==> config.mk <==
export PLATFORM = sky130hd
export DESIGN_NAME = thermal_guard
export DESIGN_NICKNAME = d
export VERILOG_FILES = /design/src/rtl/thermal_guard_pkg.sv /design/src/rtl/tg_regs.sv /design/src/rtl/tg_sched.sv /design/src/rtl/tg_chan.sv /design/src/rtl/thermal_guard.sv
export SDC_FILE = /design/constraint.sdc
export NUM_CORES = 1
export LEC_CHECK = 0
export ABC_AREA = 1
export BUFFER_PORTS_ARGS = -buffer_cell sky130_fd_sc_hd__clkbuf_2
export CAP_MARGIN = 20
export CORE_ASPECT_RATIO = 0.6
export CORE_UTILIZATION = 50
export CTS_CLUSTER_DIAMETER = 120
export DETAILED_ROUTE_END_ITERATION = 10
export PLACE_DENSITY = 0.81
export REMOVE_ABC_BUFFERS = 1
export SLEW_MARGIN = 25
export SYNTH_ARGS = -nofsm -noshare
export SYNTH_HDL_FRONTEND = slang
export SYNTH_SLANG_ARGS = --single-unit
==> constraint.sdc <==
create_clock -name clk -period 2.5 [get_ports clk]
set_input_delay 0.125 -clock clk [delete_from_list [all_inputs] [get_ports clk]]
set_output_delay 0.125 -clock clk [all_outputs]
set_load 0.005 [all_outputs]
==> src/rtl/thermal_guard_pkg.sv <==
package thermal_guard_pkg;

    localparam int CODE_W = 12;
    localparam int MAX_CH = 4;
    localparam int CH_W   = 2;

    localparam logic [7:0] A_CTRL  = 8'h04;
    localparam logic [7:0] A_IEN   = 8'h08;
    localparam logic [7:0] A_PEND  = 8'h0C;
    localparam logic [7:0] A_DATA0 = 8'h20;
    localparam logic [7:0] A_THR0  = 8'h40;
    localparam logic [7:0] A_IDB   = 8'h60;
    localparam logic [7:0] A_SDB   = 8'h64;
    localparam logic [7:0] A_PNORM = 8'h68;
    localparam logic [7:0] A_PHOT  = 8'h6C;

    typedef enum logic {SCH_WAIT, SCH_SCAN} sched_st_e;

    typedef struct packed {
        logic              vld;
        logic [CH_W-1:0]   ch;
        logic [CODE_W-1:0] code;
    } sample_t;

    function automatic logic code_over(logic [CODE_W-1:0] code,
                                       logic [CODE_W-1:0] thr,
                                       logic falls);
        return falls ? (code <= thr) : (code >= thr);
    endfunction

    function automatic logic [7:0] ch_addr(logic [7:0] base, int ch);
        return base + 8'(ch * 4);
    endfunction

endpackage

==> src/rtl/tg_regs.sv <==
module tg_regs
    import thermal_guard_pkg::*;
#(
    parameter int NCH = 4,
    parameter int PW  = 16,
    parameter int DBW = 8
) (
    input  logic                        clk,
    input  logic                        rst,
    input  logic                        bus_wr,
    input  logic [7:0]                  bus_addr,
    input  logic [31:0]                 bus_wdata,
    output logic [31:0]                 bus_rdata,
    input  sample_t                     smp,
    input  logic [NCH-1:0]              irq_evt,
    output logic                        auto_en,
    output logic [NCH-1:0]              src_en,
    output logic                        pol_high,
    output logic [NCH-1:0]              irq_en,
    output logic [NCH-1:0]              gpio_rt,
    output logic [NCH-1:0]              rst_rt,
    output logic [NCH-1:0][CODE_W-1:0]  thr,
    output logic [DBW-1:0]              int_db,
    output logic [DBW-1:0]              shut_db,
    output logic [PW-1:0]               per_norm,
    output logic [PW-1:0]               per_hot,
    output logic [NCH-1:0]              pend
);

    localparam logic [PW-1:0]  PER_NORM_RST = PW'(250);
    localparam logic [PW-1:0]  PER_HOT_RST  = PW'(50);
    localparam logic [DBW-1:0] DB_RST       = DBW'(4);

    logic [NCH-1:0][CODE_W-1:0] data_q;
    logic [NCH-1:0]             pend_set;

    assign pend_set = irq_evt & irq_en;

    always_ff @(posedge clk) begin
        if (rst) begin
            auto_en  <= 1'b0;
            src_en   <= '0;
            pol_high <= 1'b0;
            irq_en   <= '0;
            gpio_rt  <= '0;
            rst_rt   <= '0;
            thr      <= '0;
            data_q   <= '0;
            int_db   <= DB_RST;
            shut_db  <= DB_RST;
            per_norm <= PER_NORM_RST;
            per_hot  <= PER_HOT_RST;
            pend     <= '0;
        end else begin
            if (smp.vld) data_q[smp.ch] <= smp.code;
            if (bus_wr && bus_addr == A_PEND)
                pend <= (pend & bus_wdata[NCH-1:0]) | pend_set;
            else
                pend <= pend | pend_set;
            if (bus_wr) begin
                case (bus_addr)
                    A_CTRL: begin
                        auto_en  <= bus_wdata[0];
                        src_en   <= bus_wdata[4 +: NCH];
                        pol_high <= bus_wdata[8];
                    end
                    A_IEN: begin
                        irq_en  <= bus_wdata[0 +: NCH];
                        gpio_rt <= bus_wdata[4 +: NCH];
                        rst_rt  <= bus_wdata[8 +: NCH];
                    end
                    A_IDB:   int_db   <= bus_wdata[DBW-1:0];
                    A_SDB:   shut_db  <= bus_wdata[DBW-1:0];
                    A_PNORM: per_norm <= bus_wdata[PW-1:0];
                    A_PHOT:  per_hot  <= bus_wdata[PW-1:0];
                    default: ;
                endcase
                for (int c = 0; c < NCH; c++)
                    if (bus_addr == ch_addr(A_THR0, c))
                        thr[c] <= bus_wdata[CODE_W-1:0];
            end
        end
    end

    always_comb begin
        bus_rdata = '0;
        case (bus_addr)
            A_CTRL: begin
                bus_rdata[0]        = auto_en;
                bus_rdata[4 +: NCH] = src_en;
                bus_rdata[8]        = pol_high;
            end
            A_IEN: begin
                bus_rdata[0 +: NCH] = irq_en;
                bus_rdata[4 +: NCH] = gpio_rt;
                bus_rdata[8 +: NCH] = rst_rt;
            end
            A_PEND:  bus_rdata[NCH-1:0] = pend;
            A_IDB:   bus_rdata[DBW-1:0] = int_db;
            A_SDB:   bus_rdata[DBW-1:0] = shut_db;
            A_PNORM: bus_rdata[PW-1:0]  = per_norm;
            A_PHOT:  bus_rdata[PW-1:0]  = per_hot;
            default: ;
        endcase
        for (int c = 0; c < NCH; c++) begin
            if (bus_addr == ch_addr(A_DATA0, c)) bus_rdata[CODE_W-1:0] = data_q[c];
            if (bus_addr == ch_addr(A_THR0, c))  bus_rdata[CODE_W-1:0] = thr[c];
        end
    end


    pend_gate_chk: assert property (@(posedge clk) disable iff (rst)
        1'b1 |-> ((pend & ~$past(pend) & ~$past(irq_en)) == '0));

endmodule

==> src/rtl/tg_sched.sv <==
module tg_sched
    import thermal_guard_pkg::*;
#(
    parameter int NCH = 4,
    parameter int PW  = 16
) (
    input  logic            clk,
    input  logic            rst,
    input  logic            tick,
    input  logic            auto_en,
    input  logic [NCH-1:0]  src_en,
    input  logic            hot,
    input  logic [PW-1:0]   per_norm,
    input  logic [PW-1:0]   per_hot,
    input  logic            smp_rdy,
    output logic            smp_req,
    output logic [CH_W-1:0] smp_ch,
    output logic            res_vld
);

    sched_st_e       state;
    logic [PW-1:0]   cnt;
    logic [CH_W-1:0] cur;
    logic            first_ok, nxt_ok;
    logic [CH_W-1:0] first_idx, nxt_idx;
    logic [PW-1:0]   per_sel, per_eff;
    logic            expire;

    always_comb begin
        first_ok  = 1'b0;
        first_idx = '0;
        nxt_ok    = 1'b0;
        nxt_idx   = '0;
        for (int c = NCH - 1; c >= 0; c--) begin
            if (src_en[c]) begin
                first_ok  = 1'b1;
                first_idx = CH_W'(c);
                if (c > int'(cur)) begin
                    nxt_ok  = 1'b1;
                    nxt_idx = CH_W'(c);
                end
            end
        end
    end

    assign per_sel = hot ? per_hot : per_norm;
    assign per_eff = (per_sel == '0) ? PW'(1) : per_sel;
    assign expire  = tick && (({1'b0, cnt} + (PW+1)'(1)) >= {1'b0, per_eff});

    assign smp_req = (state == SCH_SCAN) && auto_en;
    assign smp_ch  = cur;
    assign res_vld = smp_req && smp_rdy;

    always_ff @(posedge clk) begin
        if (rst || !auto_en) begin
            state <= SCH_WAIT;
            cnt   <= '0;
            cur   <= '0;
        end else begin
            case (state)
                SCH_WAIT: begin
                    if (expire) begin
                        cnt <= '0;
                        if (first_ok) begin
                            state <= SCH_SCAN;
                            cur   <= first_idx;
                        end
                    end else if (tick) begin
                        cnt <= cnt + PW'(1);
                    end
                end
                SCH_SCAN: begin
                    if (smp_rdy) begin
                        if (nxt_ok) cur <= nxt_idx;
                        else        state <= SCH_WAIT;
                    end
                end
                default: state <= SCH_WAIT;
            endcase
        end
    end


    req_hold_chk: assert property (@(posedge clk) disable iff (rst)
        (smp_req && !smp_rdy) |=> (!auto_en || (smp_req && $stable(smp_ch))));


    ascend_chk: assert property (@(posedge clk) disable iff (rst)
        (smp_req && smp_rdy && nxt_ok) |=> (!auto_en || (smp_req && smp_ch > $past(smp_ch))));

endmodule

==> src/rtl/tg_chan.sv <==
module tg_chan
    import thermal_guard_pkg::*;
#(
    parameter int DBW        = 8,
    parameter bit CODE_FALLS = 1'b1
) (
    input  logic              clk,
    input  logic              rst,
    input  logic              active,
    input  logic              res_vld,
    input  logic [CODE_W-1:0] code,
    input  logic [CODE_W-1:0] thr,
    input  logic [DBW-1:0]    int_db,
    input  logic [DBW-1:0]    shut_db,
    output logic              over_q,
    output logic              irq_evt,
    output logic              shut_q
);

    logic [DBW-1:0] icnt, scnt;
    logic [DBW-1:0] ieff, seff;
    logic           over;

    assign ieff    = (int_db == '0)  ? DBW'(1) : int_db;
    assign seff    = (shut_db == '0) ? DBW'(1) : shut_db;
    assign over    = code_over(code, thr, CODE_FALLS);
    assign irq_evt = active && res_vld && over && (icnt == ieff - DBW'(1));

    always_ff @(posedge clk) begin
        if (rst) begin
            icnt   <= '0;
            scnt   <= '0;
            over_q <= 1'b0;
            shut_q <= 1'b0;
        end else if (!active) begin
            icnt   <= '0;
            scnt   <= '0;
            over_q <= 1'b0;
        end else if (res_vld) begin
            over_q <= over;
            if (over) begin
                if (icnt < ieff) icnt <= icnt + DBW'(1);
                if (scnt < seff) scnt <= scnt + DBW'(1);
                if (scnt == seff - DBW'(1)) shut_q <= 1'b1;
            end else begin
                icnt <= '0;
                scnt <= '0;
            end
        end
    end


    shut_sticky_chk: assert property (@(posedge clk) disable iff (rst)
        shut_q |=> shut_q);


    shut_cause_chk: assert property (@(posedge clk) disable iff (rst)
        $rose(shut_q) |-> $past(res_vld));


    cnt_step_chk: assert property (@(posedge clk) disable iff (rst)
        ((icnt != $past(icnt)) && (icnt != '0)) |-> $past(res_vld));

endmodule

==> src/rtl/thermal_guard.sv <==
module thermal_guard
    import thermal_guard_pkg::*;
#(
    parameter int NCH        = 4,
    parameter int DW         = 12,
    parameter int PW         = 16,
    parameter int DBW        = 8,
    parameter bit CODE_FALLS = 1'b1
) (
    input  logic        clk,
    input  logic        rst,
    input  logic        tick,
    input  logic        bus_wr,
    input  logic [7:0]  bus_addr,
    input  logic [31:0] bus_wdata,
    output logic [31:0] bus_rdata,
    output logic        smp_req,
    output logic [1:0]  smp_ch,
    input  logic        smp_rdy,
    input  logic [11:0] smp_code,
    output logic        irq,
    output logic        shut_rst,
    output logic        shut_gpio
);

    localparam logic [CODE_W-1:0] DMASK = CODE_W'((1 << DW) - 1);

    logic                       auto_en, pol_high;
    logic [NCH-1:0]             src_en, irq_en, gpio_rt, rst_rt, pend;
    logic [NCH-1:0][CODE_W-1:0] thr;
    logic [DBW-1:0]             int_db, shut_db;
    logic [PW-1:0]              per_norm, per_hot;
    logic [NCH-1:0]             over_v, evt_v, shut_v;
    logic                       res_vld, gpio_act;
    sample_t                    smp;

    assign smp.vld  = res_vld;
    assign smp.ch   = smp_ch;
    assign smp.code = smp_code & DMASK;

    tg_regs #(.NCH(NCH), .PW(PW), .DBW(DBW)) u_regs (
        .clk(clk), .rst(rst), .bus_wr(bus_wr), .bus_addr(bus_addr),
        .bus_wdata(bus_wdata), .bus_rdata(bus_rdata), .smp(smp),
        .irq_evt(evt_v), .auto_en(auto_en), .src_en(src_en),
        .pol_high(pol_high), .irq_en(irq_en), .gpio_rt(gpio_rt),
        .rst_rt(rst_rt), .thr(thr), .int_db(int_db), .shut_db(shut_db),
        .per_norm(per_norm), .per_hot(per_hot), .pend(pend)
    );

    tg_sched #(.NCH(NCH), .PW(PW)) u_sched (
        .clk(clk), .rst(rst), .tick(tick), .auto_en(auto_en),
        .src_en(src_en), .hot(|over_v), .per_norm(per_norm),
        .per_hot(per_hot), .smp_rdy(smp_rdy), .smp_req(smp_req),
        .smp_ch(smp_ch), .res_vld(res_vld)
    );

    for (genvar c = 0; c < NCH; c++) begin : g_chan
        tg_chan #(.DBW(DBW), .CODE_FALLS(CODE_FALLS)) u_chan (
            .clk(clk), .rst(rst),
            .active(auto_en && src_en[c]),
            .res_vld(res_vld && (smp_ch == CH_W'(c))),
            .code(smp.code), .thr(thr[c]),
            .int_db(int_db), .shut_db(shut_db),
            .over_q(over_v[c]), .irq_evt(evt_v[c]), .shut_q(shut_v[c])
        );
    end

    assign gpio_act  = |(shut_v & gpio_rt);
    assign shut_gpio = pol_high ? gpio_act : ~gpio_act;
    assign shut_rst  = |(shut_v & rst_rt);
    assign irq       = |pend;

endmodule

# ---- After elaboration in Yosys (flattened, before gate mapping)
# Index checks and enable logic that the tools add are counted.
dict set report op_classes {
  mux 71
  n_reduce_logical 64
  bitwise 12
  eq_ne 38
  n_addsub 12
  magnitude_cmp 18
}
# cell count
set op_table {}
lappend op_table {{$mux 8} 18}
lappend op_table {{$mux 12} 9}
lappend op_table {{$add 8x1->8 const B} 8}
lappend op_table {{$eq 8x7->1 const B} 8}
lappend op_table {{$eq 8x8->1} 8}
lappend op_table {{$lt 8x8->1} 8}
lappend op_table {{$mux 16} 4}
lappend op_table {{$bwmux 48} 1}
lappend op_table {{$le 12x12->1} 4}
lappend op_table {{$reduce_and 2->1} 19}
lappend op_table {{$eq 8x6->1 const B} 4}
lappend op_table {{$mux 2} 14}
lappend op_table {{$logic_and 1x1->1} 25}
lappend op_table {{$demux 12 s2} 1}
lappend op_table {{$pmux 4 s6} 1}
lappend op_table {{$ne 2x2->1 const B} 10}
lappend op_table {{$reduce_and 4->1} 5}
lappend op_table {{$pmux 3 s6} 1}
lappend op_table {{$add 16x1->17 const B} 1}
lappend op_table {{$ge 17x16->1} 1}
lappend op_table {{$add 16x1->16 const B} 1}
lappend op_table {{$and 4x4->4} 4}
lappend op_table {{$eq 8x4->1 const B} 2}
lappend op_table {{$logic_not 16->1} 1}
lappend op_table {{26 further kinds} 57}
dict set report word_totals {
  output_inout_bits 38
  wordCells 253
  register_bits 257
  inputBits 57
}

# ---- Depth between registers and ports, before layout
# Gate-level depths: netlist of run 1.
dict set report depth {
  depth_word 10
  ltp_mapped 21
  depth_no_buf 21
}

# ---- By module
# A second synthesis of run 1 with hierarchy kept.
dict set report unflattened {
  cells_unflattened 2788
  area_unflattened_um2 18370.1
}
# mod area_each_um2 instances cells_each
set modules_own_cells {}
lappend modules_own_cells {tg_regs 7539.7 1 1115}
lappend modules_own_cells {{tg_chan (g_chan[1].u_chan ...)} 2153.3 2 337}
lappend modules_own_cells {{tg_chan (g_chan[2].u_chan)} 2254.7 1 339}
lappend modules_own_cells {{tg_chan (g_chan[0].u_chan)} 2204.6 1 334}
lappend modules_own_cells {tg_sched 1916.8 1 289}
lappend modules_own_cells {thermal_guard 147.6 1 37}

# ---- Worst setup path after synthesis of run 1
# Ideal clock, no wire load.
dict set report synth_path {
  kind {register -> register}
  from {register u_sched.cnt[0]}
  to {register u_sched.cnt[6]}
  setup_ns 0.132
  stages_incl_launch_ff 18
  slack_ns -0.174
  t_arrival_ns 2.541
  synth_period_minus_slack_ns 2.674
  path_cell_list {dfxtp_1 > ha_1 > nand3_2 > nor4_2 > nand3_2 > xor2_1 > inv_1 > ha_1 > nand2_1 > nor3_1 > nand4_2 > nor2_1 > nor2_2 > nand3_2 > nand2_4 > buf_8 > nand3_1 > a21oi_1}
}
dict set report synth_via {
  elab_chain_cells 5
}
# element line_no
set synth_lines {}
lappend synth_lines {{start: declaration} tg_sched.sv:22} ;# logic [PW-1:0] cnt;
lappend synth_lines {{start signal: assignment} tg_sched.sv:69} ;# cnt <= cnt + PW'(1);
lappend synth_lines {{$add 16x1->17} tg_sched.sv:48} ;# assign expire = tick && (({1'b0, cnt} + (PW+1)'(1)) >= {1'b0, per_eff});
lappend synth_lines {{$ge 17x16->1} tg_sched.sv:48}
lappend synth_lines {{$logic_and 1x1->1} tg_sched.sv:48}
lappend synth_lines {{$reduce_bool 2->1 (no line)} -}
lappend synth_lines {{$reduce_and 2->1 (no line)} -}
# Several ways; a longest one is shown, not always the timed one. The select of a mux whose other input is x is not followed.
# A chain may end at the register's enable or synchronous reset.

# ---- Worst setup path after layout of run 1
dict set report layout_path {
  from {register g_chan[2].u_chan.over_q}
  to {register u_sched.cnt[2]}
}
dict set report layout_via {
  elab_chain_cells 8
}
# element line_no
set layout_lines {}
lappend layout_lines {{start: declaration} tg_chan.sv:15} ;# output logic over_q,
lappend layout_lines {{start signal: assignment} tg_chan.sv:40} ;# over_q <= over;
lappend layout_lines {{$reduce_or 4->1 (*)} thermal_guard.sv:52} ;# .src_en(src_en), .hot(|over_v), .per_norm(per_norm),
lappend layout_lines {{$mux 16 (*)} tg_sched.sv:46} ;# assign per_sel = hot ? per_hot : per_norm;
lappend layout_lines {{$logic_not 16->1} tg_sched.sv:47} ;# assign per_eff = (per_sel == '0) ? PW'(1) : per_sel;
lappend layout_lines {{$mux 16 (*)} tg_sched.sv:47}
lappend layout_lines {{$ge 17x16->1 (*)} tg_sched.sv:48}
lappend layout_lines {{$logic_and 1x1->1 (*)} tg_sched.sv:48}
lappend layout_lines {{$reduce_bool 2->1 (no line)} -}
lappend layout_lines {{$reduce_and 2->1 (no line)} -}
# Mark *: on every way between the ends. The rest lies on a longest branch, timed or not.

==> reports/results.tsv, run 1 <==
stage	metric	value	unit
clocking	htree depth	1	
cells_and_area	most common cell after layout, fill and taps aside	nand2_1	
setup_path	endpoint arrival time on the critical path	3.27	ns
sta	Fin Setup TNS	-5.04	ns
yosys	Post-synth EDFFs	0	
setup_path	crit path from	g_chan[2].u_chan.over_q	
power	Max rail drop VDD	0.524	mV
die	Core ar.	31700	um2
sta	RSZ-0062 raised after global routing	yes	
yosys	yosys warns	0	
yosys	Yosys reg bits	257	
cells_and_area	fill count	2716	
global_routing	antenna violations before repair	0	
drt	drt wl/cell	19.1	um
setup_path	crit path kind	flip-flop to flip-flop	
setup_path	Startpoint Class	flip-flop	
die	Starting Density	0.517	
yosys	largest cells by area after synthesis	dfxtp_1 31%, ha_1 11%, nand2_1 9.2%, a21oi_1 8.3%, inv_1 7.6%	
run_status	violated checks	negative setup slack	
cells_and_area	Antenna Cells	0	
yosys	Yosys top cell by area	dfxtp_1	
global_routing	vias in the first global route	15700	
sta	final period utilization	1.12	
yosys	Mapped Cells	2400	
drt	routed via count	17800	
yosys	Synth Cell Area	16400	um2
clocking	Worst-Skew Late Latency	0.56	ns
die	die area	33600	um2
sta	Tightest Pin Transition	0.877	ns
yosys	top cell type's share of synthesized area	0.314	
setup_path	R2R Path Start	g_chan[2].u_chan.over_q	
die	die height	142	um
setup_path	CP max-delay cell	dfxtp_2	
sta	Max Slew Vio Count	0	
drt	DR vias/cell	5.91	
cells_and_area	nets	2776	
place	Placer Congestion	0.990	
clocking	TritonCTS clock tree	done	
setup_path	cells on worst reg2reg path	20	
clocking	CTS max path bufs	3	
power	Leak	0.00842	uW
die	width of the die	236	um
setup_path	crit-path max FO	13	
global_routing	largest net degree at the start of global routing	69	
place	Port Buf Inserts	62	
cells_and_area	growth of design area from synthesis to finish	19.4	%
cells_and_area	layout cells sized above 1	0.155	
yosys	Synth Area per Inst	6.84	um2
yosys	FFs w/ async S/R, synth	0	
drt	final wirelength	57600	um
cells_and_area	Layout Cells excl Fill	3013	
clocking	CTS clk-pin slew, worst paths	0.07	ns
clocking	CTS root buffer	clkbuf_16	
cells_and_area	commonest cells after routing, fill and taps aside	391 x nand2_1, 326 x inv_1, 262 x a21oi_1	
setup_path	WP data required	2.97	ns
clocking	Sink Count	257	
power	Overall Power	8560	uW
sta	Final Hold Fails	0	
sta	Peak Freq	0.357	GHz
sta	Tmin final	2.80	ns
yosys	Seq/Total Area, Yosys	0.314	
drt	Detailed Route Iter0 Violations	2549	
sta	max_slew headroom	0.414	
clocking	number of buffers created by CTS	25	
setup_path	worst setup path end	u_sched.cnt[2]	
drt	DRT Pass-1 Iters	7	
setup_path	Critical Path, Cell by Cell	nor2_2, nand3_2, buf_4, clkbuf_16, nand2_1, o21ai_1, buf_4, ha_1, nand2_1, nand2_1, nand3_1, a21oi_1, nor2_1, nor2_2, nor2_2, nand3_2, nand2_4, buf_6, nand3_2, a21oi_2	
yosys	Netlist cell types	50	
global_routing	Total GRT Usage	0.328	
die	IO Pins	95	
sta	PnR worst setup slack	-0.298	ns
power	Power Dens Cells	437	nW/um2
global_routing	Overflow after GRT	0	
die	number of cell rows	50	
setup_path	CP Capture Type	flip-flop	
setup_path	reg-to-reg slack, setup	-0.30	ns
drt	DRC Markers	0	
sta	Clock Skews	0.0191	ns
setup_path	max incr delay on CP	0.33	ns
global_routing	first-pass GRT wire length	86700	um
drt	antenna-violating nets left	0	
setup_path	reg2reg end	u_sched.cnt[2]	
flow_run	Max Cap Viol	0	
worst_hold_path	Hold WC Path Type	primary input to flip-flop	
sta	Final setup viols	19	
yosys	ys flop type	dfxtp_1	
place	DP HPWL	42800	um
run_status	status	complete, but fails checks	
worst_hold_path	Worst Min Path Start	smp_code[3]	
place	placed instance count	2930	
## kinds of logic after synthesis
group | synth area share
other | 0.000229
and+or+nand+nor | 0.247
buffers and inverters | 0.108
DFF | 0.314
xor gates and xnor gates | 0.0426
adders and majority gates | 0.106
AOI/OAI and AO/OA | 0.182
## area by class of cell
type | count | area (um2) | area share
Clock buffer | 32 | 692 | 0.0353
Clock inverter | 12 | 125 | 0.00638
Inverter | 339 | 1270 | 0.0650
Multi-Input combinational cell | 1713 | 10000 | 0.510
Sequential cell | 257 | 5160 | 0.263
Tap cell | 416 | 520 | 0.0266
Timing Repair Buffer | 244 | 1830 | 0.0934
## synth_stat cells, types with 16 or more instances
cell,number
xor2_1,60
nand2_1,402
nor3_1,30
o211ai_1,16
nand3_1,77
buf_4,17
buf_2,17
nand4_1,116
o21ai_0,233
dfxtp_1,257
clkbuf_1,70
ha_1,139
nor2_1,231
a21oi_1,273
xnor2_1,18
inv_1,332
## layer usage
layer	GRT usage	vias up	share of wire
met2	0.452	1242	0.39
met1	0.484	8142	0.42
met4	0.0922	0	0.028
li1	-	8300	-
met3	0.100	132	0.16
met5	0	-	0
## flip-flops by register name, summed over array words and instances, names as in the netlist, 8 cells and up
name,cells
u_regs.data_q,48
u_regs.per_hot,16
u_regs.thr,48
g_chan.u_chan.icnt,32
u_sched.cnt,16
u_regs.per_norm,16
u_regs.shut_db,8
u_regs.int_db,8
g_chan.u_chan.scnt,32
## through the flow
stage	setup slack (ns)	area [um2]	hold slack (ns)	utilization
after floorplan	-0.300	16000	0.194	-
after global placement	-0.389	17900	0.420	0.566
after detailed placement	-0.452	17900	0.444	0.566
after CTS	-0.309	19100	0.00324	0.603
after global routing	-0.489	19600	0.0343	0.618
final	-0.298	19600	0.0171	0.618
## power breakdown
part	switching [uW]	total [uW]	leakage (uW)	internal, uW
sequential	3.02	4100	0.00207	4090
clock	1770	3940	0.000397	2170
combinational	355	518	0.00595	164
## critical path: cells and delay by family, from the launching register on
kind | cells | cell delay (ns)
and+or+nand+nor | 12 | 1.13
buffers and inverters | 4 | 0.62
AOI/OAI and AO/OA | 3 | 0.34
adders and majority gates | 1 | 0.29
DFF | 1 | 0.33
## repair_timing
action | 4_1_cts | 5_1_grt
pin swaps | 21 | 37
endpoints found under the setup margin | 32 | 73
setup buffers | 5 | 17
endpoints found under the hold margin | 30 | 0
gates resized for setup | 33 | 89
hold buffers | 16 | 0
gates cloned | 0 | 1
## worst min-delay path by stage
stage	slack (ns)	cells past startpoint	endpoint
final	0.02	4	u_regs.data_q[39]
after global routing	0.03	3	u_regs.per_hot[8]
after CTS	0.003	4	u_regs.data_q[39]
after detailed placement	0.44	3	u_regs.per_norm[14]
after global placement	0.42	3	u_regs.per_hot[15]
after floorplan	0.19	1	g_chan[0].u_chan.shut_q
Power figures use the tool's default switching activity.
==> run 2, diff against run 1 <==
==> constraint.sdc (replaced) <==
create_clock -name clk -period 2.5 [get_ports clk]
set_input_delay 0.125 -clock clk [delete_from_list [all_inputs] [get_ports clk]]
set_output_delay 0.125 -clock clk [all_outputs]
set_load 0.01 [all_outputs]
==> reports/results.tsv, run 2 (synthesis results as in run 1) <==
stage	metric	value	unit
run_status	status	complete, but fails checks	
run_status	violated checks	negative setup slack	
place	DP Area	17900	um2
sta	Peak Freq	0.346	GHz
cells_and_area	nets	2772	
clocking	number of buffers created by CTS	25	
drt	DRT Pass-1 Iters	6	
power	Leak	0.00840	uW
setup_path	CP Capture Type	flip-flop	
sta	Final Hold Fails	0	
setup_path	crit-path max FO	10	
sta	Tightest Pin Transition	0.887	ns
die	die height	142	um
worst_hold_path	Worst Min Path Start	smp_rdy	
cells_and_area	most common cell after layout, fill and taps aside	nand2_1	
cells_and_area	Antenna Cells	0	
worst_hold_path	worst hold path endpoint	u_sched.state	
sta	Final setup viols	19	
clocking	htree depth	1	
die	IO Pins	95	
sta	PnR worst setup slack	-0.394	ns
flow_run	Max Cap Viol	0	
sta	final period utilization	1.16	
worst_hold_path	WHS Path Cells	3	
global_routing	Overflow after GRT	0	
drt	routed via count	17800	
global_routing	largest net degree at the start of global routing	60	
die	Core ar.	31700	um2
place	DP HPWL	42400	um
power	Max rail drop VDD	0.437	mV
power	Power Dens Cells	435	nW/um2
setup_path	crit path from	g_chan[0].u_chan.over_q	
die	width of the die	236	um
clocking	Worst-Skew Late Latency	0.55	ns
sta	Tmin final	2.89	ns
setup_path	Startpoint Class	flip-flop	
place	Port Buf Inserts	62	
drt	antenna-violating nets left	0	
clocking	CTS root buffer	clkbuf_16	
global_routing	Total GRT Usage	0.331	
setup_path	cells on worst reg2reg path	17	
clocking	CTS max path bufs	3	
cells_and_area	Largest regs	u_regs.data_q (48), u_regs.thr (48)	
sta	Clock Skews	0.0140	ns
clocking	TritonCTS clock tree	done	
sta	Max Slew Vio Count	0	
drt	drt wl/cell	19.0	um
cells_and_area	growth of design area from synthesis to finish	19.5	%
global_routing	antenna violations before repair	0	
setup_path	crit path kind	flip-flop to flip-flop	
sta	RSZ-0062 raised after global routing	yes	
global_routing	vias in the first global route	16300	
sta	max_slew headroom	0.407	
drt	final wirelength	57300	um
cells_and_area	fill count	2692	
cells_and_area	Final Util	0.618	
setup_path	R2R Path Start	g_chan[0].u_chan.over_q	
global_routing	first-pass GRT wire length	87900	um
clocking	CTS clk-pin slew, worst paths	0.07	ns
cells_and_area	final design instance area without fill	19600	um2
setup_path	reg-to-reg slack, setup	-0.39	ns
setup_path	endpoint arrival time on the critical path	3.34	ns
die	die area	33600	um2
drt	Detailed Route Iter0 Violations	2189	
die	number of cell rows	50	
worst_hold_path	Hold WC Path Type	primary input to flip-flop	
place	Placer Congestion	1.01	
cells_and_area	layout cells sized above 1	0.156	
setup_path	WP data required	2.94	ns
clocking	Sink Count	257	
drt	DRC Markers	0	
die	Starting Density	0.517	
setup_path	reg2reg end	u_sched.cnt[11]	
drt	DR vias/cell	5.90	
cells_and_area	commonest cells after routing, fill and taps aside	391 x nand2_1, 325 x inv_1, 265 x a21oi_1	
-- run 2: changes by cell type in the layout (fill, tap and decap cells not counted), moves of 3 or more --
cell     previous run  this run
dfxtp_2             5        16
nand3_2            14         8
dfxtp_1           250       240
o21ai_0           221       217
nand3_1            66        72
buf_6               5         2
a21oi_2            11         8
nor2_4              4         8
a21oi_1           262       265
-- run 2: metal layers --
metal  vias up  GRT usage  routed length [um]
met1      8150      0.480               24300
met5         -          0                   0
met2      1161      0.454               22000
met4         0      0.111                1890
met3       147      0.107                9130
li1       8304          -                   -
-- run 2: how the worst max path moves through the flow --
stage,endpoint,slack (ns),cells past startpoint
after global placement,u_sched.cnt[13],-0.38,17
after global routing,u_sched.cnt[11],-0.55,17
after CTS,u_sched.smp_ch[1],-0.25,18
after detailed placement,u_sched.cnt[3],-0.48,16
after floorplan,u_sched.smp_ch[1],-0.30,14
final,u_sched.cnt[11],-0.39,17
-- run 2: timing repair --
| item | 4_1_cts | 5_1_grt |
|---|---|---|
| hold endpoints to repair | 31 | 0 |
| hold buffers | 15 | 0 |
| pin swaps | 6 | 22 |
| buffers inserted | 5 | 13 |
| endpoints found under the setup margin | 30 | 76 |
| cloned | 2 | 2 |
| resized for setup | 46 | 83 |
-- run 2: through the flow --
stage          setup slack, ns  instances  power, uW  TNS, ns  hold slack [ns]
3_3_place_gp            -0.377       2928       4640    -6.55            0.420
6_report                -0.394       3008       8530    -6.89           0.0235
3_5_place_dp            -0.484       2928       4650    -8.91            0.439
5_1_grt                 -0.551       3008       8720   -10.07           0.0395
4_1_cts                 -0.249       2993       8460    -4.06         -0.00339
2_1_floorplan           -0.301       2309       4400    -4.25            0.194
-- run 2: worst max-delay path: stages, from the launching register on --
cell and delay, ns:
dfxtp_2 0.34, nor2_4 0.15, nand3_4 0.16, buf_12 0.18, buf_4 0.13, o21ai_0 0.19, inv_1 0.10, nand4_1 0.12
o41ai_2 0.07, ha_1 0.28, nand4_1 0.13, nor4_2 0.31, nand2_1 0.10, nand3_2 0.11, nand2_4 0.10, buf_12 0.16
nand3_1 0.09, a21oi_2 0.06
-- run 2: power breakdown --
group          total [uW]  switching, uW  leakage (uW)  internal (uW)
clock network        3890           1750      0.000402           2140
logic                 546            369       0.00592            177
registers            4100           3.12       0.00208           4090
-- run 2: layout make-up --
type                            count  area [um2]  area share
Timing Repair Buffer              239        1820      0.0929
Sequential cell                   257        5170       0.264
Multi-Input combinational cell   1714       10000       0.510
Clock inverter                     12         125     0.00638
Tap cell                          416         520      0.0266
Inverter                          339        1280      0.0654
Clock buffer                       31         678      0.0346
